==> config.mk <==
export PLATFORM = sky130hd
export DESIGN_NAME = ptw_walker
export DESIGN_NICKNAME = d
export VERILOG_FILES = /design/src/rtl/ptw_pkg.sv /design/src/rtl/ptw_base_reg.sv /design/src/rtl/ptw_desc_decode.sv /design/src/rtl/ptw_walk_fsm.sv /design/src/rtl/ptw_walker.sv
export SDC_FILE = /design/constraint.sdc
export NUM_CORES = 1
export LEC_CHECK = 0
export ABC_AREA = 1
export BUFFER_PORTS_ARGS = -buffer_cell sky130_fd_sc_hd__buf_2
export CORE_UTILIZATION = 47
export DETAILED_ROUTE_END_ITERATION = 10
export GPL_ROUTABILITY_DRIVEN = 0
export PLACE_DENSITY = 0.77
export SKIP_CTS_REPAIR_TIMING = 1
export SLEW_MARGIN = 5
export SYNTH_ARGS = -nofsm -noshare
export SYNTH_HDL_FRONTEND = slang
export SYNTH_SLANG_ARGS = --single-unit
==> constraint.sdc <==
create_clock -name clk_i -period 1.9 [get_ports clk_i]
set_input_delay 0.475 -clock clk_i [delete_from_list [all_inputs] [get_ports clk_i]]
set_output_delay 0.475 -clock clk_i [all_outputs]
set_load 0.005 [all_outputs]
==> src/rtl/ptw_pkg.sv <==
package ptw_pkg;
  typedef enum logic [0:0] {
    ST_IDLE = 1'b0,
    ST_WAIT = 1'b1
  } walk_st_e;
endpackage

==> src/rtl/ptw_base_reg.sv <==
module ptw_base_reg #(
  parameter int          VA_W       = 32,
  parameter logic [31:0] BASE_RESET = '0
) (
  input  logic            clk_i,
  input  logic            rst_ni,
  input  logic            sup_mode_i,
  input  logic            base_wr_i,
  input  logic [VA_W-1:0] base_wr_data_i,
  output logic [VA_W-1:0] base_o,
  output logic            priv_err_o
);
  logic [VA_W-1:0] base_q;
  logic            err_q;

  always_ff @(posedge clk_i or negedge rst_ni) begin
    if (!rst_ni) begin
      base_q <= BASE_RESET[VA_W-1:0];
      err_q  <= 1'b0;
    end else begin
      err_q <= base_wr_i && !sup_mode_i;
      if (base_wr_i && sup_mode_i) base_q <= base_wr_data_i;
    end
  end

  assign base_o     = base_q;
  assign priv_err_o = err_q;

  assert_sup_write_R8: assert property (@(posedge clk_i) disable iff (!rst_ni)
    (base_wr_i && sup_mode_i) |=> (base_o == $past(base_wr_data_i) && !priv_err_o));

  assert_user_write_R9: assert property (@(posedge clk_i) disable iff (!rst_ni)
    (base_wr_i && !sup_mode_i) |=> ($stable(base_o) && priv_err_o));

  assert_err_pulse_R9: assert property (@(posedge clk_i) disable iff (!rst_ni)
    (priv_err_o && !(base_wr_i && !sup_mode_i)) |=> !priv_err_o);
endmodule

==> src/rtl/ptw_desc_decode.sv <==
module ptw_desc_decode #(
  parameter int PTE_W  = 32,
  parameter int PPN_W  = 18,
  parameter int V_BIT  = 31,
  parameter int D_BIT  = 30,
  parameter int WE_BIT = 29
) (
  input  logic [PTE_W-1:0] desc_i,
  output logic             present_o,
  output logic             dirty_o,
  output logic             wr_en_o,
  output logic [PPN_W-1:0] ppn_o
);
  assign present_o = desc_i[V_BIT];
  assign dirty_o   = desc_i[D_BIT];
  assign wr_en_o   = desc_i[WE_BIT];
  assign ppn_o     = desc_i[PPN_W-1:0];
endmodule

==> src/rtl/ptw_walk_fsm.sv <==
module ptw_walk_fsm
  import ptw_pkg::*;
#(
  parameter int VA_W   = 32,
  parameter int OFF_W  = 12,
  parameter int PPN_W  = 18,
  parameter int PTE_W  = 32,
  parameter int IDX_SH = 2,
  parameter int V_BIT  = 31,
  parameter int D_BIT  = 30,
  parameter int WE_BIT = 29,
  localparam int PA_W  = PPN_W + OFF_W,
  localparam int VPN_W = VA_W - OFF_W
) (
  input  logic             clk_i,
  input  logic             rst_ni,
  input  logic             req_valid_i,
  input  logic [VA_W-1:0]  req_vaddr_i,
  output logic             req_ready_o,
  input  logic [VA_W-1:0]  base_i,
  output logic             mem_rd_req_o,
  output logic [VA_W-1:0]  mem_rd_addr_o,
  input  logic             mem_rd_valid_i,
  input  logic [PTE_W-1:0] mem_rd_data_i,
  output logic             rsp_done_o,
  output logic [PA_W-1:0]  rsp_paddr_o,
  output logic             rsp_dirty_o,
  output logic             rsp_wr_en_o,
  output logic             fault_o,
  output logic [VA_W-1:0]  fault_vaddr_o
);
  walk_st_e         st_q;
  logic [VA_W-1:0]  vaddr_q, addr_q, epc_q;
  logic [PA_W-1:0]  paddr_q;
  logic             done_q, fault_q, dirty_q, wr_en_q;
  logic [VPN_W-1:0] req_vpn;
  logic [VA_W-1:0]  desc_off;
  logic             d_present, d_dirty, d_wr_en;
  logic [PPN_W-1:0] d_ppn;

  assign req_vpn  = req_vaddr_i[VA_W-1:OFF_W];
  assign desc_off = VA_W'(req_vpn) << IDX_SH;

  ptw_desc_decode #(
    .PTE_W(PTE_W), .PPN_W(PPN_W), .V_BIT(V_BIT), .D_BIT(D_BIT), .WE_BIT(WE_BIT)
  ) u_decode (
    .desc_i   (mem_rd_data_i),
    .present_o(d_present),
    .dirty_o  (d_dirty),
    .wr_en_o  (d_wr_en),
    .ppn_o    (d_ppn)
  );

  always_ff @(posedge clk_i or negedge rst_ni) begin
    if (!rst_ni) begin
      st_q    <= ST_IDLE;
      vaddr_q <= '0;
      addr_q  <= '0;
      epc_q   <= '0;
      paddr_q <= '0;
      done_q  <= 1'b0;
      fault_q <= 1'b0;
      dirty_q <= 1'b0;
      wr_en_q <= 1'b0;
    end else begin
      done_q  <= 1'b0;
      fault_q <= 1'b0;
      unique case (st_q)
        ST_IDLE: begin
          if (req_valid_i) begin
            vaddr_q <= req_vaddr_i;
            addr_q  <= base_i + desc_off;  // base frozen for this walk
            st_q    <= ST_WAIT;
          end
        end
        ST_WAIT: begin
          if (mem_rd_valid_i) begin
            st_q <= ST_IDLE;
            if (d_present) begin
              done_q  <= 1'b1;
              paddr_q <= {d_ppn, vaddr_q[OFF_W-1:0]};
              dirty_q <= d_dirty;
              wr_en_q <= d_wr_en;
            end else begin
              fault_q <= 1'b1;
              epc_q   <= vaddr_q;
            end
          end
        end
        default: st_q <= ST_IDLE;
      endcase
    end
  end

  assign req_ready_o   = (st_q == ST_IDLE);
  assign mem_rd_req_o  = (st_q == ST_WAIT);
  assign mem_rd_addr_o = addr_q;
  assign rsp_done_o    = done_q;
  assign rsp_paddr_o   = paddr_q;
  assign rsp_dirty_o   = dirty_q;
  assign rsp_wr_en_o   = wr_en_q;
  assign fault_o       = fault_q;
  assign fault_vaddr_o = epc_q;

  assert_accept_R2: assert property (@(posedge clk_i) disable iff (!rst_ni)
    (req_valid_i && req_ready_o) |=> (mem_rd_req_o && !req_ready_o));

  assert_hold_read_R4: assert property (@(posedge clk_i) disable iff (!rst_ni)
    (mem_rd_req_o && !mem_rd_valid_i) |=> (mem_rd_req_o && $stable(mem_rd_addr_o)));

  assert_read_ends_R4: assert property (@(posedge clk_i) disable iff (!rst_ni)
    (mem_rd_req_o && mem_rd_valid_i) |=> (!mem_rd_req_o && (rsp_done_o || fault_o)));

  assert_exclusive_R7: assert property (@(posedge clk_i) disable iff (!rst_ni)
    !(rsp_done_o && fault_o));

  assert_done_pulse_R7: assert property (@(posedge clk_i) disable iff (!rst_ni)
    rsp_done_o |=> !rsp_done_o);

  assert_fault_pulse_R7: assert property (@(posedge clk_i) disable iff (!rst_ni)
    fault_o |=> !fault_o);

  assert_epc_hold_R6: assert property (@(posedge clk_i) disable iff (!rst_ni)
    !fault_o |=> (fault_o || $stable(fault_vaddr_o)));
endmodule

==> src/rtl/ptw_walker.sv <==
module ptw_walker #(
  parameter int          VA_W       = 32,
  parameter int          OFF_W      = 12,
  parameter int          PPN_W      = 18,
  parameter int          PTE_W      = 32,
  parameter int          PTE_BYTES  = 4,
  parameter logic [31:0] BASE_RESET = '0,
  localparam int         PA_W       = PPN_W + OFF_W,
  localparam int         IDX_SH     = $clog2(PTE_BYTES)
) (
  input  logic             clk_i,
  input  logic             rst_ni,
  input  logic             req_valid_i,
  input  logic [VA_W-1:0]  req_vaddr_i,
  output logic             req_ready_o,
  output logic             rsp_done_o,
  output logic [PA_W-1:0]  rsp_paddr_o,
  output logic             rsp_dirty_o,
  output logic             rsp_wr_en_o,
  output logic             fault_o,
  output logic [VA_W-1:0]  fault_vaddr_o,
  output logic             mem_rd_req_o,
  output logic [VA_W-1:0]  mem_rd_addr_o,
  input  logic             mem_rd_valid_i,
  input  logic [PTE_W-1:0] mem_rd_data_i,
  input  logic             sup_mode_i,
  input  logic             base_wr_i,
  input  logic [VA_W-1:0]  base_wr_data_i,
  output logic [VA_W-1:0]  base_o,
  output logic             priv_err_o
);
  logic [VA_W-1:0] base_w;

  ptw_base_reg #(.VA_W(VA_W), .BASE_RESET(BASE_RESET)) u_base (
    .clk_i         (clk_i),
    .rst_ni        (rst_ni),
    .sup_mode_i    (sup_mode_i),
    .base_wr_i     (base_wr_i),
    .base_wr_data_i(base_wr_data_i),
    .base_o        (base_w),
    .priv_err_o    (priv_err_o)
  );

  ptw_walk_fsm #(
    .VA_W(VA_W), .OFF_W(OFF_W), .PPN_W(PPN_W), .PTE_W(PTE_W), .IDX_SH(IDX_SH),
    .V_BIT(PTE_W-1), .D_BIT(PTE_W-2), .WE_BIT(PTE_W-3)
  ) u_fsm (
    .clk_i         (clk_i),
    .rst_ni        (rst_ni),
    .req_valid_i   (req_valid_i),
    .req_vaddr_i   (req_vaddr_i),
    .req_ready_o   (req_ready_o),
    .base_i        (base_w),
    .mem_rd_req_o  (mem_rd_req_o),
    .mem_rd_addr_o (mem_rd_addr_o),
    .mem_rd_valid_i(mem_rd_valid_i),
    .mem_rd_data_i (mem_rd_data_i),
    .rsp_done_o    (rsp_done_o),
    .rsp_paddr_o   (rsp_paddr_o),
    .rsp_dirty_o   (rsp_dirty_o),
    .rsp_wr_en_o   (rsp_wr_en_o),
    .fault_o       (fault_o),
    .fault_vaddr_o (fault_vaddr_o)
  );

  assign base_o = base_w;

  assert_no_read_when_ready_R11: assert property (@(posedge clk_i) disable iff (!rst_ni)
    !(req_ready_o && mem_rd_req_o));
endmodule

Word-level counts from Yosys, hierarchy flattened
Index checks and enable logic that the tools add are counted.

$add $sub $neg: 1. Mux-type cells: 9. Bitwise gates (word level): 2. Reductions and logical operators: 6.

Operators by type and width (number): 32-bit by 22-bit adder with 32-bit output (1); 1-bit two-way mux (8); 3-bit AND reduction (2); 1-bit logical AND (2); 1-bit inverter (2); 1-bit case mux with 2 select lines (1); 2-bit AND reduction (1); 1-bit zero test (1).

Register bits: 164. Input bits: 102. Output and inout bits: 133. Logic and storage cells: 29.

Depth between registers and ports, before layout
Depth in word-level cells: 3. Depth in mapped cells: 13. Gate-level depth less buffers: 13.

Modules after synthesis
From an unflattened synthesis, not the netlist that was laid out.

Cell total of the unflattened synthesis: 1054. Area, all modules: 8277.9 µm².

Modules (own cells, without submodules): ptw_walk_fsm (instances 1, cells an instance 890, area each 6712.7 µm², sequential area each 3278.1 µm²); ptw_base_reg (instances 1, cells an instance 143, area each 1407.6 µm², sequential area each 825.8 µm²); ptw_desc_decode (instances 1, cells an instance 21, area each 157.7 µm², sequential area each 0.0 µm²).

Worst setup path before layout
Ideal clock, no wire load.

Kind: input to register. Start point: input req_vaddr_i[12]. End point: register u_fsm.addr_q[22], in the netlist u_fsm.mem_rd_addr_o[22]. Library setup time: 117 ps. Data arrival time: 1817 ps. Required time: 1783 ps. Setup slack: -35 ps. Cell stages on the path: 13. Buffers on the path: 0. Path through: ha_1 inv_1 fa_1 inv_1 nand3_1 nand3_1 nand3_1 nand2_1 nand2_1 nand2_1 nand2_1 nand3_1 nand2_1.

Longest elaborated chain between the ends: 1.

Ends and longest elaborated chain: from (decl) (RTL line ptw_walker.sv:14) `input logic [VA_W-1:0] req_vaddr_i,`; 32-bit by 22-bit adder with 32-bit output (RTL line ptw_walk_fsm.sv:72) `addr_q <= base_i + desc_off;`; to (signal assigned) (RTL line ptw_walk_fsm.sv:72); to (decl) (RTL line ptw_walk_fsm.sv:33) `logic [VA_W-1:0] vaddr_q, addr_q, epc_q;`.

No other way between the ends. A chain may end at the register's enable or synchronous reset.

Final worst setup path
Start point: register u_base.base_q[2], in the netlist u_base.base_o[2]. End point: register u_fsm.addr_q[8], in the netlist u_fsm.mem_rd_addr_o[8].

Longest elaborated chain between the ends: 1.

Ends and longest elaborated chain: from (decl) (RTL line ptw_base_reg.sv:13) `logic [VA_W-1:0] base_q;`; from (signal assigned) (RTL line ptw_base_reg.sv:18) `base_q <= BASE_RESET[VA_W-1:0];`; from (signal assigned) (RTL line ptw_base_reg.sv:22) `if (base_wr_i && sup_mode_i) base_q <= base_wr_data_i;`; 32-bit by 22-bit adder with 32-bit output (RTL line ptw_walk_fsm.sv:72).

No other way between the ends.

==> metrics.cfg <==
[run_status]
status = finished clean

[sta]
min_period_ns = 1.85
fmax_ghz = 0.540
slew_viol_final = 0
setup_viol = 0
rsz0062_at_grt = yes
fin_skew_ns = 0.00913
holdWs_ns = 0.212
slew_headroom = 0.542
finalHoldViolations = 0
worst_pin_slew_ns = 0.686
period_share = 0.974

[clocking]
numCtsBuffers = 17
clkLatencyLatePin_ns = 0.43
root_buffer = clkbuf_16
clkTransAtPathRegs_ns = 0.07
cts_tree = done
cts-htree-levels = 4
cts_buffer_depth = 2
clock_sinks = 164

[final_layout]
fin_cells = 1482
syn_to_final_growth_pct = 34.4
drive_gt1_frac = 0.328
finalCoreUtilization = 0.644
fillers = 1358
final_net_count = 1371

[global_route]
grt_overflow = 0
grt_max_degree = 57
antenna_found_initial = 1
grt_pass1_wl_um = 34200
track_usage = 0.252
grt_pass1_vias = 6912

[drt]
wl_per_cell_um = 14.6
final_antenna_net_count = 0
route.detailed.drc = 0
routed_wl_um = 21600
vias = 7282
drt-initial-drc-count = 407
first_pass_iters = 5
via_per_inst = 4.91

[critical_path]
crit_fanout = 4
start_kind = flip-flop
crit_start = u_base.base_o[2]
worst-setup-path-type = reg -> reg
end_kind = flip-flop
worstPathArrival_ns = 2.15
crit_required_ns = 2.20
r2r-start = u_base.base_o[2]

[placed_design]
dp.cells = 1447
hpwlAfterDp_um = 15700
port_buffers = 223

[power_and_ir_drop]
p_leak_nw = 5.82
power_switching_w = 0.00408
p_comb_frac = 0.298
p_int_w = 0.00793
vdd.ir_drop.worst_mv = 0.675
clkPwrFrac = 0.295
switching_share = 0.340
finalPower_w = 0.0120
seq_power_share = 0.406
power.density_nw_per_um2 = 1130

[die]
core-area_um2 = 16500
io_pins = 235
initial_core_util = 0.479
dieArea_um2 = 17300
die_x_um = 132
row_count = 47
die-height_um = 132

[synth]
synth_top_area_frac = 0.520
synth_seq_cells = 164
syn_inst = 979
synth_nets = 1102
ys_top_cells_by_area = dfrtp_1 52%, nand2_1 20%, inv_1 4.8%, o21ai_0 3.4%, ha_1 3.2%
syn_area_um2 = 7890
yosys-top-cells-count = 420 x nand2_1, 164 x dfrtp_1, 100 x inv_1
yosysSeqAreaShare = 0.520
avgSynthCellArea_um2 = 8.06
yosysMostFrequentCell = nand2_1
async_reset_ff_frac = 1.00
yosysWarnings = 0
synthFlopType = dfrtp_1
synth_enable_flop_cells = 0
synth_top_area_cell = dfrtp_1
yosysUniqueCellTypes = 27

[worst_hold_path]
hp-start = sup_mode_i
holdCritPathClass = in -> reg

[run]
drv_cap = 0

-- cell type report --
type | count | area, µm² | area share
Antenna cell | 1 | 2.50 | 0.000236
Clock buffer | 19 | 453 | 0.0427
Clock inverter | 13 | 159 | 0.0150
Inverter | 103 | 387 | 0.0364
Multi-Input combinational cell | 683 | 3600 | 0.339
Sequential cell | 164 | 4100 | 0.387
Tap cell | 220 | 275 | 0.0259
Timing Repair Buffer | 279 | 1630 | 0.154
-- layer usage --
metal,track usage,share of wire,vias up
li1,-,-,3591
met1,0.324,0.42,3370
met2,0.409,0.48,281
met3,0.0579,0.072,40
met4,0.105,0.025,0
met5,0,0,-
-- critical path: stages (launching register included) --
cell     delay (ns)
dfrtp_1        0.40
ha_4           0.16
inv_1          0.06
fa_2           0.33
inv_2          0.07
nand3_2        0.08
nand3_4        0.13
nand2_2        0.08
nand2_4        0.10
buf_4          0.11
xnor2_1        0.10
o21ai_0        0.09
-- worst paths after layout --
path,slack [ns],cells after the start,to
setup / recovery,0.05,11,u_fsm.mem_rd_addr_o[8]
setup reg to reg,0.05,11,u_fsm.mem_rd_addr_o[8]
hold reg to reg,0.47,2,u_fsm.rsp_paddr_o[29]
max in group asynchronous,0.74,3,u_fsm.rsp_paddr_o[2]
hold / removal,0.21,2,u_base.priv_err_o
min in group asynchronous,0.53,2,u_fsm.fault_vaddr_o[0]
-- per-stage QoR --
stage / cell area (µm²) / TNS [ns] / worst slack [ns]
6_report: 10600 / 0 / 0.0489
3_3_place_gp: 9680 / -2.91 / -0.230
5_1_grt: 10600 / -0.608 / -0.0944
4_1_cts: 10300 / -0.218 / -0.0521
2_1_floorplan: 7900 / 0 / 0.00233
3_5_place_dp: 9680 / -3.55 / -0.282
-- state kept, by name, summed over array words and instances, names as in the netlist --
name	cells
u_fsm.rsp_paddr_o	30
u_fsm.rsp_wr_en_o	1
u_fsm.mem_rd_req_o	1
u_fsm.mem_rd_addr_o	32
u_fsm.rsp_done_o	1
u_base.priv_err_o	1
u_base.base_o	32
u_fsm.fault_o	1
u_fsm.rsp_dirty_o	1
u_fsm.vaddr_q	32
u_fsm.fault_vaddr_o	32
-- power by group through the flow --
stage          Clock [W]  Sequential, W  Combinational (W)
6_report         0.00354        0.00488            0.00358
5_1_grt          0.00375        0.00498            0.00400
4_1_cts          0.00360        0.00486            0.00341
3_5_place_dp           0        0.00491            0.00337
3_3_place_gp           0        0.00488            0.00330
2_1_floorplan          0        0.00493            0.00164
-- cells by family after synthesis --
group                    after synthesis  synth area share
flip-flops                           164             0.520
adder cells (fa/ha/maj)               21            0.0342
AND/OR/NAND/NOR                      547             0.289
XOR/XNOR                               9           0.00999
AO/OA/AOI/OAI                         87            0.0553
buffers and inverters                132            0.0642
multiplexers                          19            0.0271
-- layout by cell type (no fill, tap or decap), types with 9 or more instances in the layout --
cell type,n
nor2_2,9
nand3_2,9
clkbuf_16,17
mux2_2,19
nor2_1,37
nand2_1,404
nand3_1,35
buf_2,222
a21oi_1,24
buf_4,48
ha_4,13
xnor2_1,9
inv_1,99
o21ai_0,51
dfrtp_1,164
nand2_2,23
Power figures use the tool's default switching activity.
